===== src/rtl/nlq_pkg.sv =====
// Shared types and the status decode function for the lock status query.
// Assumes the status code occupies the three low bits of the returned byte.
package nlq_pkg;

    typedef enum logic [2:0] {
        ST_IDLE,
        ST_CMD,
        ST_ADDR,
        ST_GAP,
        ST_READ
    } nlq_state_t;

    typedef struct packed {
        logic locked;
        logic tight;
        logic dev_tight;
        logic bad;
    } lock_flags_t;

    // Map the three-bit lock code to flags; undefined codes give bad only.
    function automatic lock_flags_t decode_lock(input logic [2:0] code);
        lock_flags_t f;
        f = '0;
        case (code)
            3'b001:  begin f.locked = 1'b1; f.tight = 1'b1; f.dev_tight = 1'b1; end
            3'b010:  f.locked = 1'b1;
            3'b101:  f.dev_tight = 1'b1;
            3'b110:  f = '0;
            default: f.bad = 1'b1;
        endcase
        return f;
    endfunction

endpackage


===== src/rtl/nlq_seq.sv =====
// Query sequencer: steps through the command slot, the address slots, the
// turnaround gap and the read strobe, and produces the bus control pins.
// Assumes each write slot is two clocks (strobe low, then high) and that
// TWHR_CYC and RE_CYC are at least 1.
module nlq_seq
    import nlq_pkg::*;
#(
    parameter int ADDR_CYC = 3,
    parameter int TWHR_CYC = 6,
    parameter int RE_CYC   = 3,
    localparam int IDX_W   = (ADDR_CYC > 1) ? $clog2(ADDR_CYC) : 1,
    localparam int CNT_MAX = (TWHR_CYC > RE_CYC) ? TWHR_CYC : RE_CYC,
    localparam int CNT_W   = $clog2(CNT_MAX + 1)
) (
    input  logic             clk,
    input  logic             rst_n,
    input  logic             start,
    output logic             busy,
    output logic             start_acc,
    output logic             capture,
    output logic             cle,
    output logic             ale,
    output logic             we_n,
    output logic             re_n,
    output logic             dq_oe,
    output logic             is_cmd,
    output logic [IDX_W-1:0] addr_idx
);

    nlq_state_t       state_q;
    logic             phase_q;
    logic [IDX_W-1:0] idx_q;
    logic [CNT_W-1:0] cnt_q;

    assign start_acc = (state_q == ST_IDLE) && start;
    assign capture   = (state_q == ST_READ) && (cnt_q == CNT_W'(RE_CYC - 1));

    // State, strobe phase, address index and wait counter advance.
    always_ff @(posedge clk) begin
        if (!rst_n) begin
            state_q <= ST_IDLE;
            phase_q <= 1'b0;
            idx_q   <= '0;
            cnt_q   <= '0;
        end else begin
            case (state_q)
                ST_IDLE: begin
                    if (start) begin
                        state_q <= ST_CMD;
                        phase_q <= 1'b0;
                    end
                end
                ST_CMD: begin
                    phase_q <= ~phase_q;
                    if (phase_q) begin
                        state_q <= ST_ADDR;
                        idx_q   <= '0;
                    end
                end
                ST_ADDR: begin
                    phase_q <= ~phase_q;
                    if (phase_q) begin
                        if (idx_q == IDX_W'(ADDR_CYC - 1)) begin
                            state_q <= ST_GAP;
                            cnt_q   <= '0;
                        end else begin
                            idx_q <= idx_q + 1'b1;
                        end
                    end
                end
                ST_GAP: begin
                    if (cnt_q == CNT_W'(TWHR_CYC - 1)) begin
                        state_q <= ST_READ;
                        cnt_q   <= '0;
                    end else begin
                        cnt_q <= cnt_q + 1'b1;
                    end
                end
                ST_READ: begin
                    if (capture) begin
                        state_q <= ST_IDLE;
                    end else begin
                        cnt_q <= cnt_q + 1'b1;
                    end
                end
                default: state_q <= ST_IDLE;
            endcase
        end
    end

    // Bus control pins decoded from the registered state.
    always_comb begin
        busy     = (state_q != ST_IDLE);
        cle      = (state_q == ST_CMD);
        ale      = (state_q == ST_ADDR);
        dq_oe    = cle || ale;
        we_n     = !(dq_oe && !phase_q);
        re_n     = (state_q != ST_READ);
        is_cmd   = cle;
        addr_idx = idx_q;
    end

    AST_CLE_ALE_EXCL: assert property (@(posedge clk) disable iff (!rst_n)
        !(cle && ale));
    AST_READ_UNDRIVEN: assert property (@(posedge clk) disable iff (!rst_n)
        !re_n |-> !dq_oe);
    AST_BUSY_UNTIL_CAPTURE: assert property (@(posedge clk) disable iff (!rst_n)
        (busy && !capture) |=> busy);

endmodule


===== src/rtl/nlq_addr_fmt.sv =====
// Address formatter: holds the row address taken at start with the
// invert-area bit cleared, and picks the byte for the current bus slot.
// Assumes slots send the least significant address byte first.
module nlq_addr_fmt #(
    parameter int         ADDR_CYC = 3,
    parameter int         INV_BIT  = 0,
    parameter logic [7:0] CMD_OP   = 8'h7A,
    localparam int        ROW_W    = 8 * ADDR_CYC,
    localparam int        IDX_W    = (ADDR_CYC > 1) ? $clog2(ADDR_CYC) : 1
) (
    input  logic             clk,
    input  logic             rst_n,
    input  logic             load,
    input  logic [ROW_W-1:0] row_in,
    input  logic             is_cmd,
    input  logic             ale,
    input  logic [IDX_W-1:0] idx,
    output logic [7:0]       byte_o
);

    logic [ROW_W-1:0] row_masked;
    logic [ROW_W-1:0] row_q;
    logic [7:0]       row_bytes [ADDR_CYC];
    logic [7:0]       addr_byte;

    // Clear the invert-area bit before storing the address.
    always_comb begin
        row_masked          = row_in;
        row_masked[INV_BIT] = 1'b0;
    end

    // Capture the address only when a query is accepted.
    always_ff @(posedge clk) begin
        if (!rst_n) begin
            row_q <= '0;
        end else if (load) begin
            row_q <= row_masked;
        end
    end

    for (genvar g = 0; g < ADDR_CYC; g++) begin : g_bytes
        assign row_bytes[g] = row_q[g*8 +: 8];
    end

    // Select the address byte for the current slot index.
    always_comb begin
        addr_byte = '0;
        for (int k = 0; k < ADDR_CYC; k++) begin
            if (idx == IDX_W'(k)) addr_byte = row_bytes[k];
        end
        byte_o = is_cmd ? CMD_OP : addr_byte;
    end

    AST_INV_BIT_LOW: assert property (@(posedge clk) disable iff (!rst_n)
        (ale && idx == IDX_W'(INV_BIT / 8)) |-> !byte_o[INV_BIT % 8]);

endmodule


===== src/rtl/nlq_decode.sv =====
// Status decoder: registers the decoded lock flags at the capture edge and
// holds them, with a valid level, until the next query is accepted.
// Assumes clear and capture never occur in the same cycle.
module nlq_decode
    import nlq_pkg::*;
(
    input  logic        clk,
    input  logic        rst_n,
    input  logic        clear,
    input  logic        capture,
    input  logic [7:0]  dq_i,
    output logic        status_vld,
    output lock_flags_t flags
);

    // Load flags on capture, drop them when a new query starts.
    always_ff @(posedge clk) begin
        if (!rst_n) begin
            status_vld <= 1'b0;
            flags      <= '0;
        end else if (clear) begin
            status_vld <= 1'b0;
            flags      <= '0;
        end else if (capture) begin
            status_vld <= 1'b1;
            flags      <= decode_lock(dq_i[2:0]);
        end
    end

    AST_BAD_NO_FLAGS: assert property (@(posedge clk) disable iff (!rst_n)
        flags.bad |-> !(flags.locked || flags.tight || flags.dev_tight));
    AST_CLEAR_ON_START: assert property (@(posedge clk) disable iff (!rst_n)
        clear |=> (!status_vld && flags == '0));
    AST_FLAGS_HELD: assert property (@(posedge clk) disable iff (!rst_n)
        (status_vld && !clear) |=> (status_vld && $stable(flags)));

endmodule


===== src/rtl/nand_lock_query.sv =====
// Top of the block lock status query: connects the sequencer, the address
// formatter and the status decoder to the NAND bus pins.
// Assumes the device returns the status byte while the read strobe is low.
module nand_lock_query
    import nlq_pkg::*;
#(
    parameter int         ADDR_CYC = 3,
    parameter int         TWHR_CYC = 6,
    parameter int         RE_CYC   = 3,
    parameter int         INV_BIT  = 0,
    parameter logic [7:0] CMD_OP   = 8'h7A,
    localparam int        ROW_W    = 8 * ADDR_CYC,
    localparam int        IDX_W    = (ADDR_CYC > 1) ? $clog2(ADDR_CYC) : 1
) (
    input  logic             clk,
    input  logic             rst_n,
    input  logic             start,
    input  logic [ROW_W-1:0] blk_addr,
    output logic             busy,
    output logic             nand_cle,
    output logic             nand_ale,
    output logic             nand_we_n,
    output logic             nand_re_n,
    output logic [7:0]       nand_dq_o,
    output logic             nand_dq_oe,
    input  logic [7:0]       nand_dq_i,
    output logic             status_vld,
    output logic             blk_locked,
    output logic             blk_tight,
    output logic             dev_tight,
    output logic             bad_status
);

    logic             start_acc;
    logic             capture;
    logic             is_cmd;
    logic [IDX_W-1:0] addr_idx;
    lock_flags_t      flags;

    nlq_seq #(
        .ADDR_CYC (ADDR_CYC),
        .TWHR_CYC (TWHR_CYC),
        .RE_CYC   (RE_CYC)
    ) u_seq (
        .clk       (clk),
        .rst_n     (rst_n),
        .start     (start),
        .busy      (busy),
        .start_acc (start_acc),
        .capture   (capture),
        .cle       (nand_cle),
        .ale       (nand_ale),
        .we_n      (nand_we_n),
        .re_n      (nand_re_n),
        .dq_oe     (nand_dq_oe),
        .is_cmd    (is_cmd),
        .addr_idx  (addr_idx)
    );

    nlq_addr_fmt #(
        .ADDR_CYC (ADDR_CYC),
        .INV_BIT  (INV_BIT),
        .CMD_OP   (CMD_OP)
    ) u_addr (
        .clk    (clk),
        .rst_n  (rst_n),
        .load   (start_acc),
        .row_in (blk_addr),
        .is_cmd (is_cmd),
        .ale    (nand_ale),
        .idx    (addr_idx),
        .byte_o (nand_dq_o)
    );

    nlq_decode u_dec (
        .clk        (clk),
        .rst_n      (rst_n),
        .clear      (start_acc),
        .capture    (capture),
        .dq_i       (nand_dq_i),
        .status_vld (status_vld),
        .flags      (flags)
    );

    assign blk_locked = flags.locked;
    assign blk_tight  = flags.tight;
    assign dev_tight  = flags.dev_tight;
    assign bad_status = flags.bad;

    AST_RESULT_WHEN_IDLE: assert property (@(posedge clk) disable iff (!rst_n)
        status_vld |-> !busy);

endmodule


===== config.mk =====
export PLATFORM = sky130hd
export DESIGN_NAME = nand_lock_query
export DESIGN_NICKNAME = d
export VERILOG_FILES = /design/src/rtl/nlq_pkg.sv /design/src/rtl/nlq_seq.sv /design/src/rtl/nlq_addr_fmt.sv /design/src/rtl/nlq_decode.sv /design/src/rtl/nand_lock_query.sv
export SDC_FILE = /design/constraint.sdc
export NUM_CORES = 1
export LEC_CHECK = 0
export BUFFER_PORTS_ARGS = -buffer_cell sky130_fd_sc_hd__buf_2
export CELL_PAD_IN_SITES_DETAIL_PLACEMENT = 1
export CELL_PAD_IN_SITES_GLOBAL_PLACEMENT = 2
export CORE_ASPECT_RATIO = 0.75
export CORE_MARGIN = 3
export CORE_UTILIZATION = 31
export CTS_BUF_LIST = sky130_fd_sc_hd__clkbuf_16
export CTS_CLUSTER_DIAMETER = 50
export DETAILED_ROUTE_END_ITERATION = 7
export HOLD_SLACK_MARGIN = 0.06
export PLACE_DENSITY = 0.87
export SLEW_MARGIN = 20
export SYNTH_ARGS = -nofsm -noshare
export SYNTH_HDL_FRONTEND = slang
export SYNTH_HIERARCHICAL = 1
export SYNTH_SLANG_ARGS = --single-unit

===== constraint.sdc =====
create_clock -name clk -period 2.3 [get_ports clk]
set_input_delay 0.46 -clock clk [delete_from_list [all_inputs] [get_ports clk]]
set_output_delay 0.46 -clock clk [all_outputs]
set_load 0.005 [all_outputs]

==> impl_metrics.toml, run 1 <==
[status]
status = "complete, no violations"

[synthesis]
synth_fa_ha_area_share_pct = 2.53
synth_ff_type = "dfxtp_1"
synthSimpleGateAreaFrac_pct = 21.8
synth_nets = 239
synth_top_family_by_area = "simple AND/OR/NAND/NOR gates"
synth_xor_area_share_pct = 0.884
synthMuxAreaShare_pct = 16.2
async_reset_ff_share_pct = 0
synth_edf_count = 0
syn_area_mm2 = 0.00198
synth_compound_area_share_pct = 14.8
postSynthAreaPerCell_um2 = 9.90
ys_ff_latch = 37
synth-seq-area-share_pct = 37.4
syn_inst = 200
ys_types = 45
yosysWarnings = 6

[die]
start_util_pct = 33.0
num_rows = 24
core_area_mm2 = 0.00601
dieArea_mm2 = 0.00739
ios = 54
die_w_um = 98.3
die_h_um = 75.2

[final_layout]
final_layout_size_suffix_gt1_share_pct = 30.2
fillCellCount = 707
antenna_cells = 0
fin_cells = 326
area_growth_pct = 22.5
final_area_mm2 = 0.00243
multi_input_area_mm2 = 0.00112
layout.nets = 286
regArea_um2 = 743

[clock_network]
postCtsHoldBufs = 0
root_buffer = "clkbuf_16"
cts_buffer_depth = 2
insertion_delay_ns = 0.28
postCtsSetupBuffers = 0
cts_tree = "done"
cts.sinks = 37
numCtsBuffers = 5
cts.repair.resized = 0
path_clk_slew_ns = 0.06
h-tree-depth = 2

[timing]
fin_worst_skew_ns = 0.00396
setup_viol = 0
rsz0062_at_grt = "no"
fmax_mhz = 449
fin_crit_ns = 2.23
final.setup.tns_ns = 0
fin_crit_sh_pct = 96.9
finalHoldViolCount = 0
timing.final.ws_setup_ns = 0.0708
hold-worst-slack_ns = 0.439
tightest_slew_ns = 0.490
finalMaxSlewViolations = 0
slew_headroom_pct = 67.3

[global_routing]
antenna_found_initial = 0
grt_pass1_wl_um = 7760
overflow = 0
grt_max_degree = 26
grt.total_usage_pct = 13.1
grt_pass1_vias = 1619

[worst_setup_path]
cp.arrival_ns = 1.77
worst-path-buf-inv = 1
cp_top_family = "flip-flops"
rr_worst_depth = 6
r2r-start = "u_seq/addr_idx[0]"
critPathKind = "reg2out"
max_stage_delay_ns = 0.62
slowest_stage = "dfxtp_1"
crit_path_end_kind = "primary output"
crit_path_max_fanout = 10
r2r_slack_ns = 0.50
reg2reg_to = "u_seq/addr_idx[1]"
required_ns = 1.84
crit_path_cell_trace = "mux2_2 > a221o_1 > buf_2"
start_kind = "flip-flop"

[routing]
antenna_left = 0
drt_pass1_iterations = 4
drc = 0
routed_wl_um = 4800
avgRoutedWirePerCell_um = 14.7
first_iter_violations = 50
num_vias = 1600
vias_per_cell = 4.91

[placement]
numPortBuffers = 47
dp.cells = 318
gp_congestion = 0.718
placedInstanceArea_mm2 = 0.00228
dp_hpwl_um = 3540
place_ws_ns = 0.346

[flow_run]
cap_violations = 0

[min_path]
worstHoldPathType = "in2reg"
whs_endpoint = "u_addr/row_q[12]"
worstHoldStart = "blk_addr[12]"
hold_path_depth = 3

[pwr]
leakagePower_nw = 1.03
ir_drop_v = 0.000383
pwr_density_cell_mw_per_mm2 = 918
## flip-flops by register name, summed over array words and instances (netlist names)
signal            cells
u_seq/addr_idx        2
u_dec/status_vld      1
u_seq/cnt_q           3
u_dec/flags           4
u_addr/row_q         23
u_seq/state_q         3
u_seq/phase_q         1
## worst max path at each step
stage,startpoint,endpoint,slack [ns],cells past startpoint
5_1_grt,u_seq/addr_idx[0],nand_dq_o[6],0.01,3
3_3_place_gp,u_seq/addr_idx[0],nand_dq_o[6],0.36,3
2_1_floorplan,u_seq/state_q[0],nand_dq_o[2],0.43,7
3_5_place_dp,u_seq/addr_idx[0],nand_dq_o[6],0.35,3
6_report,u_seq/addr_idx[0],nand_dq_o[6],0.07,3
4_1_cts,u_seq/addr_idx[0],nand_dq_o[6],0.04,3
## report_power, final
part / internal (mW) / switching, mW
sequential: 0.730 / 0.0663
combinational: 0.372 / 0.376
clock: 0.403 / 0.279
## placed cells by master (no fill, tap or decap), types with 3 or more instances in the layout
master | synthesis | layout
a21boi_1 | 3 | 3
a21oi_1 | 7 | 7
a221o_1 | 5 | 5
and2_1 | 3 | 3
buf_2 | 2 | 47
buf_4 | 3 | 5
clkbuf_16 | 0 | 5
dfxtp_1 | 37 | 35
ha_1 | 4 | 4
inv_1 | 10 | 10
mux2_4 | 4 | 4
mux2i_1 | 25 | 25
nand2_1 | 6 | 6
nand2b_1 | 7 | 7
nand3b_1 | 3 | 3
nor2_1 | 5 | 4
nor2b_1 | 29 | 29
o32ai_1 | 3 | 3
or3_1 | 4 | 4
## logic make-up (layout without fill, tap and decap cells)
kind of cell / count (synthesis) / in the layout
compound gates: 36 / 36
xor+xnor: 2 / 2
fa+ha+maj: 4 / 4
buf+inv: 24 / 72
flops: 37 / 37
mux: 30 / 30
simple gates: 67 / 67
## Yosys cell counts (all sizes together), types with 5 or more instances
| cell | n | area share, % |
|---|---|---|
| a21oi | 7 | 1.8 |
| a221o | 5 | 2.5 |
| buf | 8 | 3.3 |
| dfxtp | 37 | 37 |
| inv | 12 | 2.3 |
| mux2 | 5 | 3.6 |
| mux2i | 25 | 13 |
| nand2 | 6 | 1.1 |
| nand2b | 7 | 2.2 |
| nor2 | 5 | 0.95 |
| nor2b | 29 | 9.2 |
| or3 | 5 | 1.8 |
## metal layers
| layer | global-route usage (%) | routed length, um | vias to the layer above |
|---|---|---|---|
| li1 | - | - | 801 |
| met1 | 17.1 | 2400 | 766 |
| met2 | 21.4 | 2190 | 29 |
| met3 | 3.15 | 163 | 4 |
| met4 | 4.55 | 43 | 0 |
| met5 | 0 | 0 | - |
## metrics by stage
stage,utilization (%),power [mW]
2_1_floorplan,-,1.33
3_3_place_gp,37.9,1.54
3_5_place_dp,37.9,1.56
4_1_cts,40.4,2.26
5_1_grt,40.4,2.37
6_report,40.4,2.23
## worst reg2reg max path: stages (launching register included)
cell      delay (ns)
dfxtp_1         0.62
inv_1           0.09
ha_1            0.24
nor3b_1         0.19
o21ai_1         0.14
or3_1           0.33
a21boi_1        0.13
## area by class of cell
cell class	instances	area share, %
Sequential cell	37	30.6
Inverter	12	1.86
Clock inverter	3	0.877
Multi-Input combinational cell	139	46.2
Tap cell	78	4.02
Timing Repair Buffer	52	11.2
Clock buffer	5	5.16
(Power assumes the default switching activity.)
==> run 2, diff against run 1 <==
--- a/config.mk
+++ b/config.mk
@@ -6,6 +6,7 @@
 export NUM_CORES = 1
 export LEC_CHECK = 0
 export BUFFER_PORTS_ARGS = -buffer_cell sky130_fd_sc_hd__buf_2
+export CAP_MARGIN = 20
 export CELL_PAD_IN_SITES_DETAIL_PLACEMENT = 1
 export CELL_PAD_IN_SITES_GLOBAL_PLACEMENT = 2
 export CORE_ASPECT_RATIO = 0.75
@@ -15,7 +16,7 @@
 export CTS_CLUSTER_DIAMETER = 50
 export DETAILED_ROUTE_END_ITERATION = 7
 export HOLD_SLACK_MARGIN = 0.06
-export PLACE_DENSITY = 0.87
+export PLACE_DENSITY = 0.89
 export SLEW_MARGIN = 20
 export SYNTH_ARGS = -nofsm -noshare
 export SYNTH_HDL_FRONTEND = slang
==> run 2 against run 1 <==
Combinational power rose by 0.9%. Register-to-register slack improved by 0.05 ns. Clock skew fell by 0.0011 ns. Worst hold slack improved by 0.0043 ns. Non-clock buffer count rose by 1. Clock power rose by 11%. Global-route usage fell by 0.45 points. Sequential cell count did not move. Routed wire length fell by 3.3%. Final cell count rose by 0.31%. Clock-buffer cell count did not move. Die area did not move. Critical path type unchanged. Critical endpoint unchanged.
==> impl_metrics.toml, run 2 (synthesis gave the netlist of run 1 again) <==
[timing]
timing.final.ws_setup_ns = 0.198
tightest_slew_ns = 0.411
fin_crit_ns = 2.10
slew_headroom_pct = 72.5
fin_worst_skew_ns = 0.00288
rsz0062_at_grt = "no"
fmax_mhz = 476
fin_crit_sh_pct = 91.4
final.setup.tns_ns = 0
finalHoldViolCount = 0
setup_viol = 0
finalMaxSlewViolations = 0

[final_layout]
largest_register_ff_count = 23
fin_cells = 327
top_regs = "u_addr/row_q: 23 flops, u_dec/flags: 4 flops"
final_common_cell = "buf_2"
fillCellCount = 707
final_cell_mix = "47 x buf_2, 35 x dfxtp_1, 29 x nor2b_1"
area_growth_pct = 24.3
antenna_cells = 0
final_layout_size_suffix_gt1_share_pct = 29.7
layout.nets = 287
regMostFlops = "u_addr/row_q"

[global_routing]
grt.total_usage_pct = 12.6
overflow = 0
grt_pass1_vias = 1555
grt_max_degree = 28
antenna_found_initial = 0
grt_pass1_wl_um = 7410

[pwr]
ir_drop_v = 0.000336
p_seq_share_pct = 34.6
pwr_density_cell_mw_per_mm2 = 938
pwr-share-clk_pct = 32.7
switching_share_pct = 29.7
leakagePower_nw = 1.05
combPwrFrac_pct = 32.7
switchingPower_mw = 0.686
p_total_mw = 2.31
p_int_mw = 1.62

[die]
num_rows = 24
die_h_um = 75.2
ios = 54
dieArea_mm2 = 0.00739
core_area_mm2 = 0.00601
start_util_pct = 33.0
die_w_um = 98.3

[clock_network]
postCtsHoldBufs = 0
cts_buffer_depth = 2
cts.sinks = 37
h-tree-depth = 2
insertion_delay_ns = 0.27
postCtsSetupBuffers = 0
numCtsBuffers = 5
path_clk_slew_ns = 0.05
root_buffer = "clkbuf_16"
cts_tree = "done"

[routing]
drc = 0
wl_met2_um = 2110
antenna_left = 0
num_vias = 1598
routed_wl_um = 4640
top_layer = "met4"
vias_per_cell = 4.89
first_iter_violations = 38
routed-wl-met3_um = 176
avgRoutedWirePerCell_um = 14.2
drt_pass1_iterations = 4
wl_met1_um = 2300

[worst_setup_path]
rr_worst_depth = 6
slowest_stage = "dfxtp_2"
max_stage_delay_ns = 0.51
required_ns = 1.84
critPathKind = "reg2out"
r2r_slack_ns = 0.55
cp.arrival_ns = 1.64
start_kind = "flip-flop"
crit_path_end_kind = "primary output"
crit_path_cell_trace = "mux2_2 > a221o_1 > buf_2"
crit_path_max_fanout = 12
reg2reg_to = "u_seq/state_q[1]"
r2r-start = "u_seq/cnt_q[0]"

[placement]
dp_hpwl_um = 3390
gp_congestion = 0.717
place_ws_ns = 0.277
dp.cells = 319
numPortBuffers = 47

[min_path]
hold_path_depth = 3
whs_endpoint = "u_addr/row_q[3]"
worstHoldStart = "blk_addr[3]"
worstHoldPathType = "in2reg"

[flow_run]
cap_violations = 0

[status]
status = "complete, no violations"
run 2: power groups by stage:
stage / sequential (mW) / clock [mW] / combinational [mW]
global placement: 0.805 / 0 / 0.753
CTS: 0.798 / 0.776 / 0.767
floorplan: 0.785 / 0 / 0.548
detailed placement: 0.811 / 0 / 0.763
finish: 0.799 / 0.755 / 0.755
global route: 0.812 / 0.808 / 0.835
run 2: worst max-delay path by stage:
stage | start | end | slack (ns) | cells after the start
6_report | u_seq/addr_idx[0] | nand_dq_o[6] | 0.20 | 3
4_1_cts | u_seq/state_q[1] | nand_dq_o[6] | 0.07 | 5
2_1_floorplan | u_seq/state_q[0] | nand_dq_o[2] | 0.43 | 7
3_3_place_gp | u_seq/addr_idx[0] | nand_dq_o[6] | 0.31 | 3
5_1_grt | u_seq/state_q[1] | nand_dq_o[6] | 0.13 | 5
3_5_place_dp | u_seq/addr_idx[0] | nand_dq_o[6] | 0.28 | 3
run 2: routing by layer:
layer | track usage [%] | up-vias
met3 | 3.52 | 5
met5 | 0 | -
li1 | - | 799
met2 | 20.2 | 26
met1 | 16.7 | 768
met4 | 4.09 | 0
run 2: stage by stage:
stage,util [%],hold WS [ns],instance area [um2]
2_1_floorplan,-,0.458,1980
5_1_grt,41.0,0.456,2460
3_3_place_gp,38.3,0.448,2300
3_5_place_dp,38.3,0.456,2300
4_1_cts,41.0,0.445,2460
6_report,41.0,0.444,2460
run 2: critical path: cells and delay by family, from the launching register on:
family / cells / cell delay (ns)
mux: 1 / 0.38
buf+inv: 1 / 0.13
compound gates: 1 / 0.35
flops: 1 / 0.51
run 2: timing repair:
action	4_1_cts	5_1_grt
setup endpoints to repair	1	1
resized for setup	1	1
endpoints found under the hold margin	0	0
run 2: final cells by class:
cell class / instances / area [um2] / share of cell area (%)
flip-flops and latches: 37 / 743 / 30.2
clock buffers: 5 / 125 / 5.08
well taps: 78 / 97.6 / 3.96
clock inverters: 3 / 37.5 / 1.52
inverters: 12 / 45.0 / 1.83
repair buffers: 53 / 293 / 11.9
multi-input cells: 139 / 1120 / 45.5
==> run 3, diff against run 2 <==
--- a/config.mk
+++ b/config.mk
@@ -16,7 +16,7 @@
 export CTS_CLUSTER_DIAMETER = 50
 export DETAILED_ROUTE_END_ITERATION = 7
 export HOLD_SLACK_MARGIN = 0.06
-export PLACE_DENSITY = 0.89
+export PLACE_DENSITY_LB_ADDON = 0.1
 export SLEW_MARGIN = 20
 export SYNTH_ARGS = -nofsm -noshare
 export SYNTH_HDL_FRONTEND = slang
==> run 3 against run 2 <==
Maximum frequency down 3.2%. Largest power group unchanged. Final area down 0.41%. Sequential share of layout area up 0.072 points. Non-clock buffer count down 1. Global-route usage up 1.1 points. Die area unchanged. Clock skew about the same. First-iteration DRC count down 37%.
==> impl_metrics.toml, run 3 (synthesis gave the netlist of run 1 again) <==
[status]
status = "complete, no violations"

[clock_network]
postCtsHoldBufs = 0
path_clk_slew_ns = 0.06
cts_tree = "done"
cts_buffer_depth = 2
cts.repair.resized = 0
h-tree-depth = 2
insertion_delay_ns = 0.28
cts.sinks = 37
numCtsBuffers = 5
postCtsSetupBuffers = 0
root_buffer = "clkbuf_16"

[final_layout]
layout.nets = 286
final_common_cell = "buf_2"
top_regs = "u_addr/row_q: 23 flops, u_dec/flags: 4 flops"
final_cell_mix = "47 x buf_2, 36 x dfxtp_1, 29 x nor2b_1"
area_growth_pct = 23.8
antenna_cells = 0
regMostFlops = "u_addr/row_q"
final_layout_size_suffix_gt1_share_pct = 29.4
largest_register_ff_count = 23

[pwr]
ir_drop_v = 0.000430
switchingPower_mw = 0.692
switching_share_pct = 30.0
leakagePower_nw = 1.04
pwr-share-clk_pct = 33.4
combPwrFrac_pct = 32.1
p_int_mw = 1.62
p_seq_share_pct = 34.6
pwr_density_cell_mw_per_mm2 = 941

[routing]
drt_pass1_iterations = 4
num_vias = 1555
drc = 0
first_iter_violations = 24
vias_per_cell = 4.77
avgRoutedWirePerCell_um = 14.8
routed_wl_um = 4820
antenna_left = 0

[worst_setup_path]
cp.arrival_ns = 1.71
start_kind = "flip-flop"
max_stage_delay_ns = 0.55
crit_path_end_kind = "primary output"
required_ns = 1.84
critPathKind = "reg2out"
cp_top_family = "flip-flops"
worst-path-buf-inv = 1
crit_path_cell_trace = "mux2_2 > a221o_1 > buf_2"
slowest_stage = "dfxtp_1"
crit_path_max_fanout = 7

[timing]
fmax_mhz = 461
slew_headroom_pct = 68.3
fin_worst_skew_ns = 0.00305
fin_crit_ns = 2.17
fin_crit_sh_pct = 94.4
setup_viol = 0
tightest_slew_ns = 0.476
finalMaxSlewViolations = 0
finalHoldViolCount = 0
final.setup.tns_ns = 0
rsz0062_at_grt = "no"
hold-worst-slack_ns = 0.436

[global_routing]
grt.total_usage_pct = 13.7
overflow = 0
grt_pass1_wl_um = 8000
grt_pass1_vias = 1577
grt_max_degree = 30
antenna_found_initial = 0

[die]
core_area_mm2 = 0.00601
start_util_pct = 33.0
die_w_um = 98.3
die_h_um = 75.2
num_rows = 24
ios = 54
dieArea_mm2 = 0.00739

[placement]
dp_hpwl_um = 3570
numPortBuffers = 47
gp_congestion = 0.686

[flow_run]
cap_violations = 0

[min_path]
worstHoldPathType = "in2reg"
==> run 3: cell types whose count changed in the layout (fill, tap and decap cells not counted) <==
| cell | change |
|---|---|
| dfxtp_2 | -1 |
| nor2_4 | -1 |
| dfxtp_1 | +1 |
| buf_4 | -1 |
| nor2_2 | +1 |
| inv_1 | -1 |
| clkinvlp_4 | +1 |
==> run 3: worst min-delay path, stage by stage <==
cell     delay, ns
buf_2         0.07
mux2i_1       0.05
nor2b_1       0.09
==> run 3: power groups by stage <==
stage / clock, mW / combinational (mW) / sequential, mW
after floorplan: 0 / 0.548 / 0.785
after global placement: 0 / 0.747 / 0.809
after detailed placement: 0 / 0.752 / 0.811
after CTS: 0.805 / 0.757 / 0.797
after global routing: 0.841 / 0.832 / 0.812
final: 0.769 / 0.740 / 0.798
==> run 3: final timing paths <==
path	from	to	slack [ns]	cells after the start
worst max-delay path	u_seq/addr_idx[0]	nand_dq_o[6]	0.13	3
worst min-delay path	blk_addr[16]	u_addr/row_q[16]	0.44	3
worst max register to register	u_seq/addr_idx[0]	u_seq/addr_idx[1]	0.39	7
worst min register to register	u_dec/status_vld	u_dec/status_vld	0.48	2
==> run 3: metrics by stage <==
stage | util [%] | cell area (um2) | power, mW | std cells | setup WS [ns]
floorplan | - | 1980 | 1.33 | 200 | 0.430
global placement | 38.0 | 2280 | 1.56 | 318 | 0.402
detailed placement | 38.0 | 2280 | 1.56 | 318 | 0.403
CTS | 40.8 | 2450 | 2.36 | 326 | 0.0955
global route | 40.8 | 2450 | 2.48 | 326 | 0.0373
finish | 40.8 | 2450 | 2.31 | 326 | 0.130
==> run 3: final cells by class <==
| cell class | instances | area, um2 |
|---|---|---|
| clock inverters | 3 | 41.3 |
| multi-input cells | 139 | 1120 |
| clock buffers | 5 | 125 |
| flip-flops and latches | 37 | 742 |
| fillers | 718 | 3550 |
| inverters | 12 | 45.0 |
| well taps | 78 | 97.6 |
| repair buffers | 52 | 285 |
==> run 3: layer usage <==
layer	track usage [%]	vias up	wire length, um
met5	0	-	0
met4	2.27	0	0
met3	5.19	0	263
met2	19.9	32	2020
met1	19.6	725	2530
li1	-	798	-
